**src/rtl/spi_share_pkg.sv**
```systemverilog
package spi_share_pkg;

   typedef enum logic [1:0] {
      ST_LOCAL   = 2'd0,
      ST_TO_HOST = 2'd1,
      ST_HOST    = 2'd2,
      ST_TO_LOC  = 2'd3
   } arb_state_t;

   typedef struct packed {
      logic cs_n;
      logic sck;
      logic mosi;
   } spi_lines_t;

   localparam int OWN_W = 2;

endpackage

```
**src/rtl/spi_share_sync.sv**
```systemverilog
module spi_share_sync #(
   parameter int             WIDTH   = 1,
   parameter int             STAGES  = 2,
   parameter logic [WIDTH-1:0] RST_VAL = '0
) (
   input  logic             clk,
   input  logic             rst_n,
   input  logic [WIDTH-1:0] d,
   output logic [WIDTH-1:0] q
);

   logic [WIDTH-1:0] chain [STAGES];

   genvar gi;
   generate
      for (gi = 0; gi < STAGES; gi++) begin : g_stage
         always_ff @(posedge clk or negedge rst_n) begin
            if (!rst_n) begin
               chain[gi] <= RST_VAL;
            end else if (gi == 0) begin
               chain[gi] <= d;
            end else begin
               chain[gi] <= chain[(gi == 0) ? 0 : gi-1];
            end
         end
      end
   endgenerate

   assign q = chain[STAGES-1];

endmodule

```
**src/rtl/spi_share_ctrl.sv**
```systemverilog
module spi_share_ctrl
   import spi_share_pkg::*;
#(
   parameter int BOOT_CYCLES  = 1000,
   parameter int GUARD_CYCLES = 8
) (
   input  logic             clk,
   input  logic             rst_n,
   input  logic             loc_cs_n_s,
   input  logic             hst_cs_n_s,
   input  logic             sleep_s,
   output logic [OWN_W-1:0] owner
);

   localparam int BOOT_W  = $clog2(BOOT_CYCLES + 1);
   localparam int GUARD_W = $clog2(GUARD_CYCLES + 1);

   arb_state_t         state, state_nx;
   logic [BOOT_W-1:0]  boot_cnt;
   logic               boot_done;
   logic [GUARD_W-1:0] guard_cnt;
   logic               guard_end;

   // boot hold timer, sticky once expired
   always_ff @(posedge clk or negedge rst_n) begin
      if (!rst_n) begin
         boot_cnt  <= '0;
         boot_done <= 1'b0;
      end else if (!boot_done) begin
         if (boot_cnt == BOOT_W'(BOOT_CYCLES - 1)) begin
            boot_done <= 1'b1;
         end else begin
            boot_cnt <= boot_cnt + 1'b1;
         end
      end
   end

   assign guard_end = (guard_cnt == GUARD_W'(GUARD_CYCLES - 1));

   always_comb begin
      state_nx = state;
      unique case (state)
         ST_LOCAL:   if (boot_done && !sleep_s && loc_cs_n_s) state_nx = ST_TO_HOST;
         ST_TO_HOST: if (guard_end) state_nx = ST_HOST;
         ST_HOST:    if (sleep_s && hst_cs_n_s) state_nx = ST_TO_LOC;
         ST_TO_LOC:  if (guard_end) state_nx = ST_LOCAL;
         default:    state_nx = ST_LOCAL;
      endcase
   end

   always_ff @(posedge clk or negedge rst_n) begin
      if (!rst_n) begin
         state     <= ST_LOCAL;
         guard_cnt <= '0;
      end else begin
         state <= state_nx;
         if (state_nx != state) begin
            guard_cnt <= '0;
         end else if (!guard_end) begin
            guard_cnt <= guard_cnt + 1'b1;
         end
      end
   end

   always_comb begin
      owner = '0;
      if (state == ST_LOCAL) owner[0] = 1'b1;
      if (state == ST_HOST)  owner[1] = 1'b1;
   end

   a_r10_owner_onehot: assert property (@(posedge clk) disable iff (!rst_n)
      $onehot0(owner));

   a_r3_local_busy_keeps: assert property (@(posedge clk) disable iff (!rst_n)
      (state == ST_LOCAL && !loc_cs_n_s) |=> (state == ST_LOCAL));

   a_r3_host_busy_keeps: assert property (@(posedge clk) disable iff (!rst_n)
      (state == ST_HOST && !hst_cs_n_s) |=> (state == ST_HOST));

   a_r6_sleep_holds_local: assert property (@(posedge clk) disable iff (!rst_n)
      (state == ST_LOCAL && sleep_s) |=> (state == ST_LOCAL));

   a_r5_sleep_handback: assert property (@(posedge clk) disable iff (!rst_n)
      (state == ST_HOST && sleep_s && hst_cs_n_s) |=> (state == ST_TO_LOC));

endmodule

```
**src/rtl/spi_share_mux.sv**
```systemverilog
module spi_share_mux
   import spi_share_pkg::*;
#(
   parameter logic CPOL = 1'b0
) (
   input  logic [OWN_W-1:0] owner,
   input  spi_lines_t       loc_in,
   input  spi_lines_t       hst_in,
   output spi_lines_t       disp_out
);

   spi_lines_t sel;

   always_comb begin
      sel = '{cs_n: 1'b1, sck: CPOL, mosi: 1'b0};
      if (owner[0]) sel = loc_in;
      else if (owner[1]) sel = hst_in;
   end

   always_comb begin
      disp_out.cs_n = sel.cs_n;
      disp_out.sck  = sel.cs_n ? CPOL : sel.sck;
      disp_out.mosi = sel.cs_n ? 1'b0 : sel.mosi;
   end

endmodule

```
**src/rtl/spi_share_arbiter.sv**
```systemverilog
module spi_share_arbiter
   import spi_share_pkg::*;
#(
   parameter int   BOOT_CYCLES  = 1000,
   parameter int   GUARD_CYCLES = 8,
   parameter logic CPOL         = 1'b0,
   parameter int   SYNC_STAGES  = 2
) (
   input  logic       clk,
   input  logic       rst_n,
   input  logic       loc_cs_n,
   input  logic       loc_sck,
   input  logic       loc_mosi,
   input  logic       hst_cs_n,
   input  logic       hst_sck,
   input  logic       hst_mosi,
   input  logic       hst_sleep,
   output logic       disp_cs_n,
   output logic       disp_sck,
   output logic       disp_mosi,
   output logic       loc_grant,
   output logic       hst_grant,
   output logic       loc_busy,
   output logic [1:0] owner_onehot
);

   localparam int        SYNC_W   = 7;
   localparam logic [SYNC_W-1:0] SYNC_RST = {1'b0, 1'b1, CPOL, 1'b0, 1'b1, CPOL, 1'b0};

   generate
      if (BOOT_CYCLES < 2) begin : g_bad_boot
         $error("BOOT_CYCLES must be at least 2");
      end
      if (GUARD_CYCLES < 1) begin : g_bad_guard
         $error("GUARD_CYCLES must be at least 1");
      end
      if (SYNC_STAGES < 2) begin : g_bad_sync
         $error("SYNC_STAGES must be at least 2");
      end
   endgenerate

   logic [SYNC_W-1:0] raw_bus, sync_bus;
   spi_lines_t        loc_s, hst_s, disp_l;
   logic              sleep_s;
   logic [OWN_W-1:0]  owner;

   assign raw_bus = {hst_sleep, hst_cs_n, hst_sck, hst_mosi, loc_cs_n, loc_sck, loc_mosi};

   spi_share_sync #(
      .WIDTH   (SYNC_W),
      .STAGES  (SYNC_STAGES),
      .RST_VAL (SYNC_RST)
   ) u_sync (
      .clk   (clk),
      .rst_n (rst_n),
      .d     (raw_bus),
      .q     (sync_bus)
   );

   assign sleep_s = sync_bus[6];
   assign hst_s   = '{cs_n: sync_bus[5], sck: sync_bus[4], mosi: sync_bus[3]};
   assign loc_s   = '{cs_n: sync_bus[2], sck: sync_bus[1], mosi: sync_bus[0]};

   spi_share_ctrl #(
      .BOOT_CYCLES  (BOOT_CYCLES),
      .GUARD_CYCLES (GUARD_CYCLES)
   ) u_ctrl (
      .clk        (clk),
      .rst_n      (rst_n),
      .loc_cs_n_s (loc_s.cs_n),
      .hst_cs_n_s (hst_s.cs_n),
      .sleep_s    (sleep_s),
      .owner      (owner)
   );

   spi_share_mux #(
      .CPOL (CPOL)
   ) u_mux (
      .owner    (owner),
      .loc_in   (loc_s),
      .hst_in   (hst_s),
      .disp_out (disp_l)
   );

   assign disp_cs_n    = disp_l.cs_n;
   assign disp_sck     = disp_l.sck;
   assign disp_mosi    = disp_l.mosi;
   assign loc_grant    = owner[0];
   assign hst_grant    = owner[1];
   assign loc_busy     = ~owner[0];
   assign owner_onehot = owner;

   a_r4_guard_cs_high: assert property (@(posedge clk) disable iff (!rst_n)
      (owner_onehot == 2'b00) |-> disp_cs_n);

   a_r8_idle_clock: assert property (@(posedge clk) disable iff (!rst_n)
      disp_cs_n |-> (disp_sck == CPOL));

   a_r7_no_cross_grant: assert property (@(posedge clk) disable iff (!rst_n)
      !(loc_grant && hst_grant));

endmodule

```
**config.mk**
```make
export PLATFORM = sky130hd
export DESIGN_NAME = spi_share_arbiter
export DESIGN_NICKNAME = d
export VERILOG_FILES = /design/src/rtl/spi_share_pkg.sv /design/src/rtl/spi_share_sync.sv /design/src/rtl/spi_share_ctrl.sv /design/src/rtl/spi_share_mux.sv /design/src/rtl/spi_share_arbiter.sv
export SDC_FILE = /design/constraint.sdc
export NUM_CORES = 1
export LEC_CHECK = 0
export BUFFER_PORTS_ARGS = -buffer_cell sky130_fd_sc_hd__buf_2
export CAP_MARGIN = 20
export CORE_MARGIN = 4
export CORE_UTILIZATION = 54
export CTS_CLUSTER_SIZE = 24
export DETAILED_ROUTE_END_ITERATION = 12
export HOLD_SLACK_MARGIN = 0.08
export PLACE_DENSITY = 0.75
export REMOVE_ABC_BUFFERS = 1
export SLEW_MARGIN = 10
export SYNTH_ARGS = -nofsm -noshare
export SYNTH_HDL_FRONTEND = slang
export SYNTH_HIERARCHICAL = 1
export SYNTH_SLANG_ARGS = --single-unit
```
**constraint.sdc**
```tcl
create_clock -name clk -period 4.06 [get_ports clk]
set_input_delay 0.406 -clock clk [delete_from_list [all_inputs] [get_ports clk]]
set_output_delay 0.406 -clock clk [all_outputs]
set_load 0.1 [all_outputs]
```
---- After elaboration in Yosys (flattened, before gate mapping) ----
Index checks and enable logic that the tools add are counted.
storage, ports and cells
  memories ................................ 0
  output and inout bits ................... 8
  latch bits .............................. 0
  flip-flop bits (word level) ............. 31
  input port bits ......................... 9
  bits in read-only memories .............. 0
  word-level logic and storage cells ...... 39
  memory bits (writable) .................. 0
operators by class
  add/sub/neg operators ................... 2
  $lt $le $gt $ge ......................... 0
  reductions and logical operators ........ 6
  $mul .................................... 0
  div/mod/pow operators ................... 0
  muxes and demuxes ....................... 15
  equal/unequal tests ..................... 7
  shift operators ......................... 0
  bitwise logic cells ..................... 3
operators by type and width
  cell                     number
  $add A10 B1 Y10 const B  1
  $eq A10 B10 Y1 const B   1
  $mux W2                  4
  $mux W4                  2
  $pmux W2 S4              1
  $mux W1                  6
  $mux W3                  2
  $add A4 B1 Y4 const B    1
  $eq A2 B2 Y1 const B     2
  $eq A4 B3 Y1 const B     1
  $logic_and A1 B1 Y1      3
  $not A1 Y1               3
  $eq A2 B1 Y1 const B     1
  $logic_not A2 Y1         1
  $ne A2 B2 Y1             1
  $ne A2 B2 Y1 const B     1
  $reduce_and A2 Y1        1
  $logic_not A1 Y1         1

---- Logic depth before layout (Yosys ltp) ----
  word-level depth ........................ 7
  mapped depth ............................ 4
  gate-level depth less buffers ........... 4

---- Cells and area by module ----
Netlist, hierarchy kept.
by module, submodules not included
  module             sequential area each (um2)  cells each  area an instance (um2)  instances
  spi_share_ctrl     425.4                       77          834.6                   1
  spi_share_sync     355.3                       21          407.9                   1
  spi_share_mux      0.0                         9           51.3                    1
  spi_share_arbiter  0.0                         3           18.8                    1

---- Least setup slack after synthesis ----
Ideal clock, no wire load.
  path kind ............................... reg-to-output
  from .................................... register u_ctrl.state[1]
  to ...................................... output disp_sck
  path slack .............................. 0.068 ns
  required time ........................... 3.654 ns
  stages on the path, launching flop included .. 4
  arrival ................................. 3.586 ns
  cells stage by stage .................... dfrtp_1 > nor2_1 > nand2_1 > o22ai_1
between the ends
  elaborated cells on any way between the ends .. 7
  classes of those cells .................. eq/ne (1); mux (5); reduce/logical (1)
RTL lines
  item                    line                     RTL
  start, declared         spi_share_ctrl.sv:18     arb_state_t state, state_nx;
  start signal, assigned  spi_share_ctrl.sv:56     state <= state_nx;
  $logic_not A2 Y1        spi_share_ctrl.sv:67     if (state == ST_LOCAL) owner[0] = 1'b1;
  $mux W1                 spi_share_ctrl.sv:67
  via owner_onehot[0]     spi_share_arbiter.sv:24  output logic [1:0] owner_onehot
  $mux W3                 spi_share_mux.sv:16      if (owner[0]) sel = loc_in;
  $mux W1                 spi_share_mux.sv:22      disp_out.sck = sel.cs_n ? CPOL : sel.sck;
  end, declared           spi_share_arbiter.sv:19  output logic disp_sck,
The timed path passes the listed nets, and every way through them passes these cells.

---- Worst setup path in the final report ----
  from .................................... register u_ctrl.state[1]
  to ...................................... output disp_sck
between the ends
  cells in the longest elaborated chain, start to end .. 5
  elaborated cells on any way between the ends .. 7
  classes of those cells .................. eq/ne (1); mux (5); reduce/logical (1)
ends and longest elaborated chain
  item          line                  RTL
  $eq A2 B2 Y1  spi_share_ctrl.sv:68  if (state == ST_HOST) owner[1] = 1'b1;
  $mux W1       spi_share_ctrl.sv:68
  $mux W3       spi_share_mux.sv:17   else if (owner[1]) sel = hst_in;
  $mux W3 (*)   spi_share_mux.sv:16
  $mux W1 (*)   spi_share_mux.sv:22
Mark *: on every way between the ends. The rest lies on a longest branch, timed or not.

==> flow_summary.ini <==
[timing]
post-route-min-period_ns = 2.256
setup_tns_ns = 0
worst_pin_slew_ns = 0.6325
drv_slew = 0
final-setup-viol-count = 0
hold_viol = 0
rsz0062_at_grt = false
worst_clock_skew_ns = 0.009958
slew_headroom = 0.5783
min_period_over_period = 0.5556
fmax_mhz = 443.3

[setup_path]
cp.arrival_ns = 1.85
timing.rr.end = u_ctrl/guard_cnt[0]
endpoint_kind = output pin
timing.rr.start = u_ctrl/guard_cnt[0]
path_max_fanout = 9
r2r_cells = 4
ff2ff_setup_slack_ns = 2.62
worstSetupStartpointType = flop
cp_data_required_time_ns = 3.65
worstSetupPathType = flop to output pin

[power_and_ir_drop]
max-vdd-ir-drop_v = 0.0003287
power.leakage_uw = 0.0006740
power.density_nw_per_um2 = 360.9

[global_route]
grt_pass1_vias = 843
grt_overflow = 0
global_route.usage.total = 0.1516
antenna_found_initial = 0
grt_start_max_net_pins = 32
grt_pass1_wl_mm = 3.601

[place]
place_area_um2 = 1360
io_buffer_count = 16
hpwl_mm = 1.406
place_congestion = 0.8005

[logic_synthesis]
postSynthCellCount = 110
synth_top_cell_by_area = dfrtp_1
ys.flop_type = dfrtp_1
postSynthAreaPerCell_um2 = 11.93
async_flop_share = 1.000
synth_top_area_share = 0.5148
synth_cell_type_count = 32
synth-edff-count = 0
netlist_top_cells_area = dfrtp_1, dfstp_2, buf_4, nand2_1, xor2_1
synth.most_common_cell = dfrtp_1
synth_common_cells = dfrtp_1, nand2_1, buf_4
synth_warnings = 6
synth_seq_cells = 31
seq_area_frac_synth = 0.5949
syn_area_um2 = 1313

[routing]
num_vias = 794
wl_per_cell_um = 12.72
finalWirelength_mm = 1.946
drtIter0Drc = 14
vias_per_cell = 5.190
drtPass1Iterations = 5
drc = 0
antenna_left = 0

[clocking]
clock_sinks = 31
cts_root_buf = clkbuf_4
numCtsBuffers = 5
clk_pin_slew_ns = 0.10
clk_latency_ns = 0.32
postCtsResizedCells = 0
clockBufferDepth = 2
postCtsHoldBufs = 0
post_cts_buffers = 0
htree_levels = 2
tritoncts = built

[cells_and_area]
syn_to_final_growth_pct = 7.722
diodes = 0
seq_area_um2 = 780.7
multi_input_area_um2 = 434.2
n_fill_cell = 200
nets = 135
layout-drive-gt1-share = 0.2640
final_cell_area_um2 = 1414

[min_path]
hold_class = input port to asynchronous set/reset pin

[floorplan]
initial_core_util = 0.5821
rows = 17
fp.dieW_um = 57.30
fp.coreArea_um2 = 2255
fp.dieH_um = 57.30
io_pins = 17
dieArea_um2 = 3283

[job]
max-cap-violations = 0

[status]
outcome = finished clean
[power by group]
part           total (µW)  switching (µW)  internal, µW
Combinational        24.1            19.1          4.96
Clock                 166            99.7          66.7
Sequential            320            2.55           317
Total                 510             121           389
[worst max-delay path, stage by stage (launching register included)]
cell and delay [ns]:
dfrtp_1 0.43, nor2_1 0.38, nand2_1 0.12, o22ai_1 0.15, buf_2 0.45
[state kept, by name, summed over array words and instances, names as in the netlist]
register and flops:
u_ctrl/state 2, u_ctrl/guard_cnt 4, u_sync/chain 7, u_sync/q 7, u_ctrl/boot_done 1, u_ctrl/boot_cnt 10
[cell families (layout without fill, tap and decap cells)]
group,after synthesis,count (layout),synth area share
adder cells (fa/ha/maj),2,2,0.01906
AO/OA/AOI/OAI,12,12,0.07246
buffers and inverters,17,32,0.07435
multiplexers,3,3,0.02669
flip-flops,31,31,0.5949
AND/OR/NAND/NOR,38,38,0.1659
XOR/XNOR,7,7,0.04671
[worst max-delay path by stage]
| stage | cells past startpoint | slack, ns | startpoint | endpoint |
|---|---|---|---|---|
| 2_1_floorplan | 2 | -1.34 | u_ctrl/state[1] | disp_cs_n |
| 3_3_place_gp | 4 | 2.25 | u_ctrl/state[1] | disp_sck |
| 3_5_place_dp | 4 | 2.17 | u_ctrl/state[1] | disp_sck |
| 4_1_cts | 4 | 1.80 | u_ctrl/state[1] | disp_sck |
| 5_1_grt | 4 | 1.65 | u_ctrl/state[1] | disp_sck |
| 6_report | 4 | 1.80 | u_ctrl/state[1] | disp_sck |
[per-layer routing]
layer,wire length (µm),track usage,up-vias
met3,88,0.08371,4
met4,25,0.07616,0
met5,0,0,-
met1,853,0.1640,382
li1,-,-,396
met2,979,0.2398,12
[cells in the final DEF, fill, tap and decap left out, types with 2 or more instances in the layout]
cell,Yosys,routed
ha_1,2,2
nor3_1,2,2
o22ai_1,3,3
dfrtp_1,27,27
nand3_1,4,4
mux2i_1,2,2
nand4_1,2,2
xor2_1,4,4
and3b_1,2,2
nand3b_1,2,2
clkbuf_4,0,5
inv_1,8,8
xnor2_1,3,3
nand2_1,10,10
nor2_1,7,7
dfstp_2,4,4
buf_2,0,16
a21oi_1,4,4
[stage by stage]
| stage | setup slack, ns | total power (µW) | utilization | hold slack, ns | instances |
|---|---|---|---|---|---|
| final | 1.804 | 510.3 | 0.6271 | 0.08598 | 153 |
| after global routing | 1.645 | 541.7 | 0.6271 | 0.1125 | 153 |
| after CTS | 1.800 | 518.2 | 0.6271 | 0.09982 | 153 |
| after detailed placement | 2.170 | 350.6 | 0.6032 | 0.3347 | 145 |
| after global placement | 2.254 | 349.6 | 0.6032 | 0.3360 | 145 |
| after floorplan | -1.343 | 338.6 | - | 0.1104 | 101 |
[area by class of cell]
cell class	instances	share of cell area
timing repair buffer	16	0.05664
clock inverter	2	0.008850
clock buffer	6	0.02920
sequential	31	0.5522
multi-input combinational	62	0.3071
inverter	8	0.02124
tap	28	0.02478
Note: power is estimated with default switching activity, not from simulation.
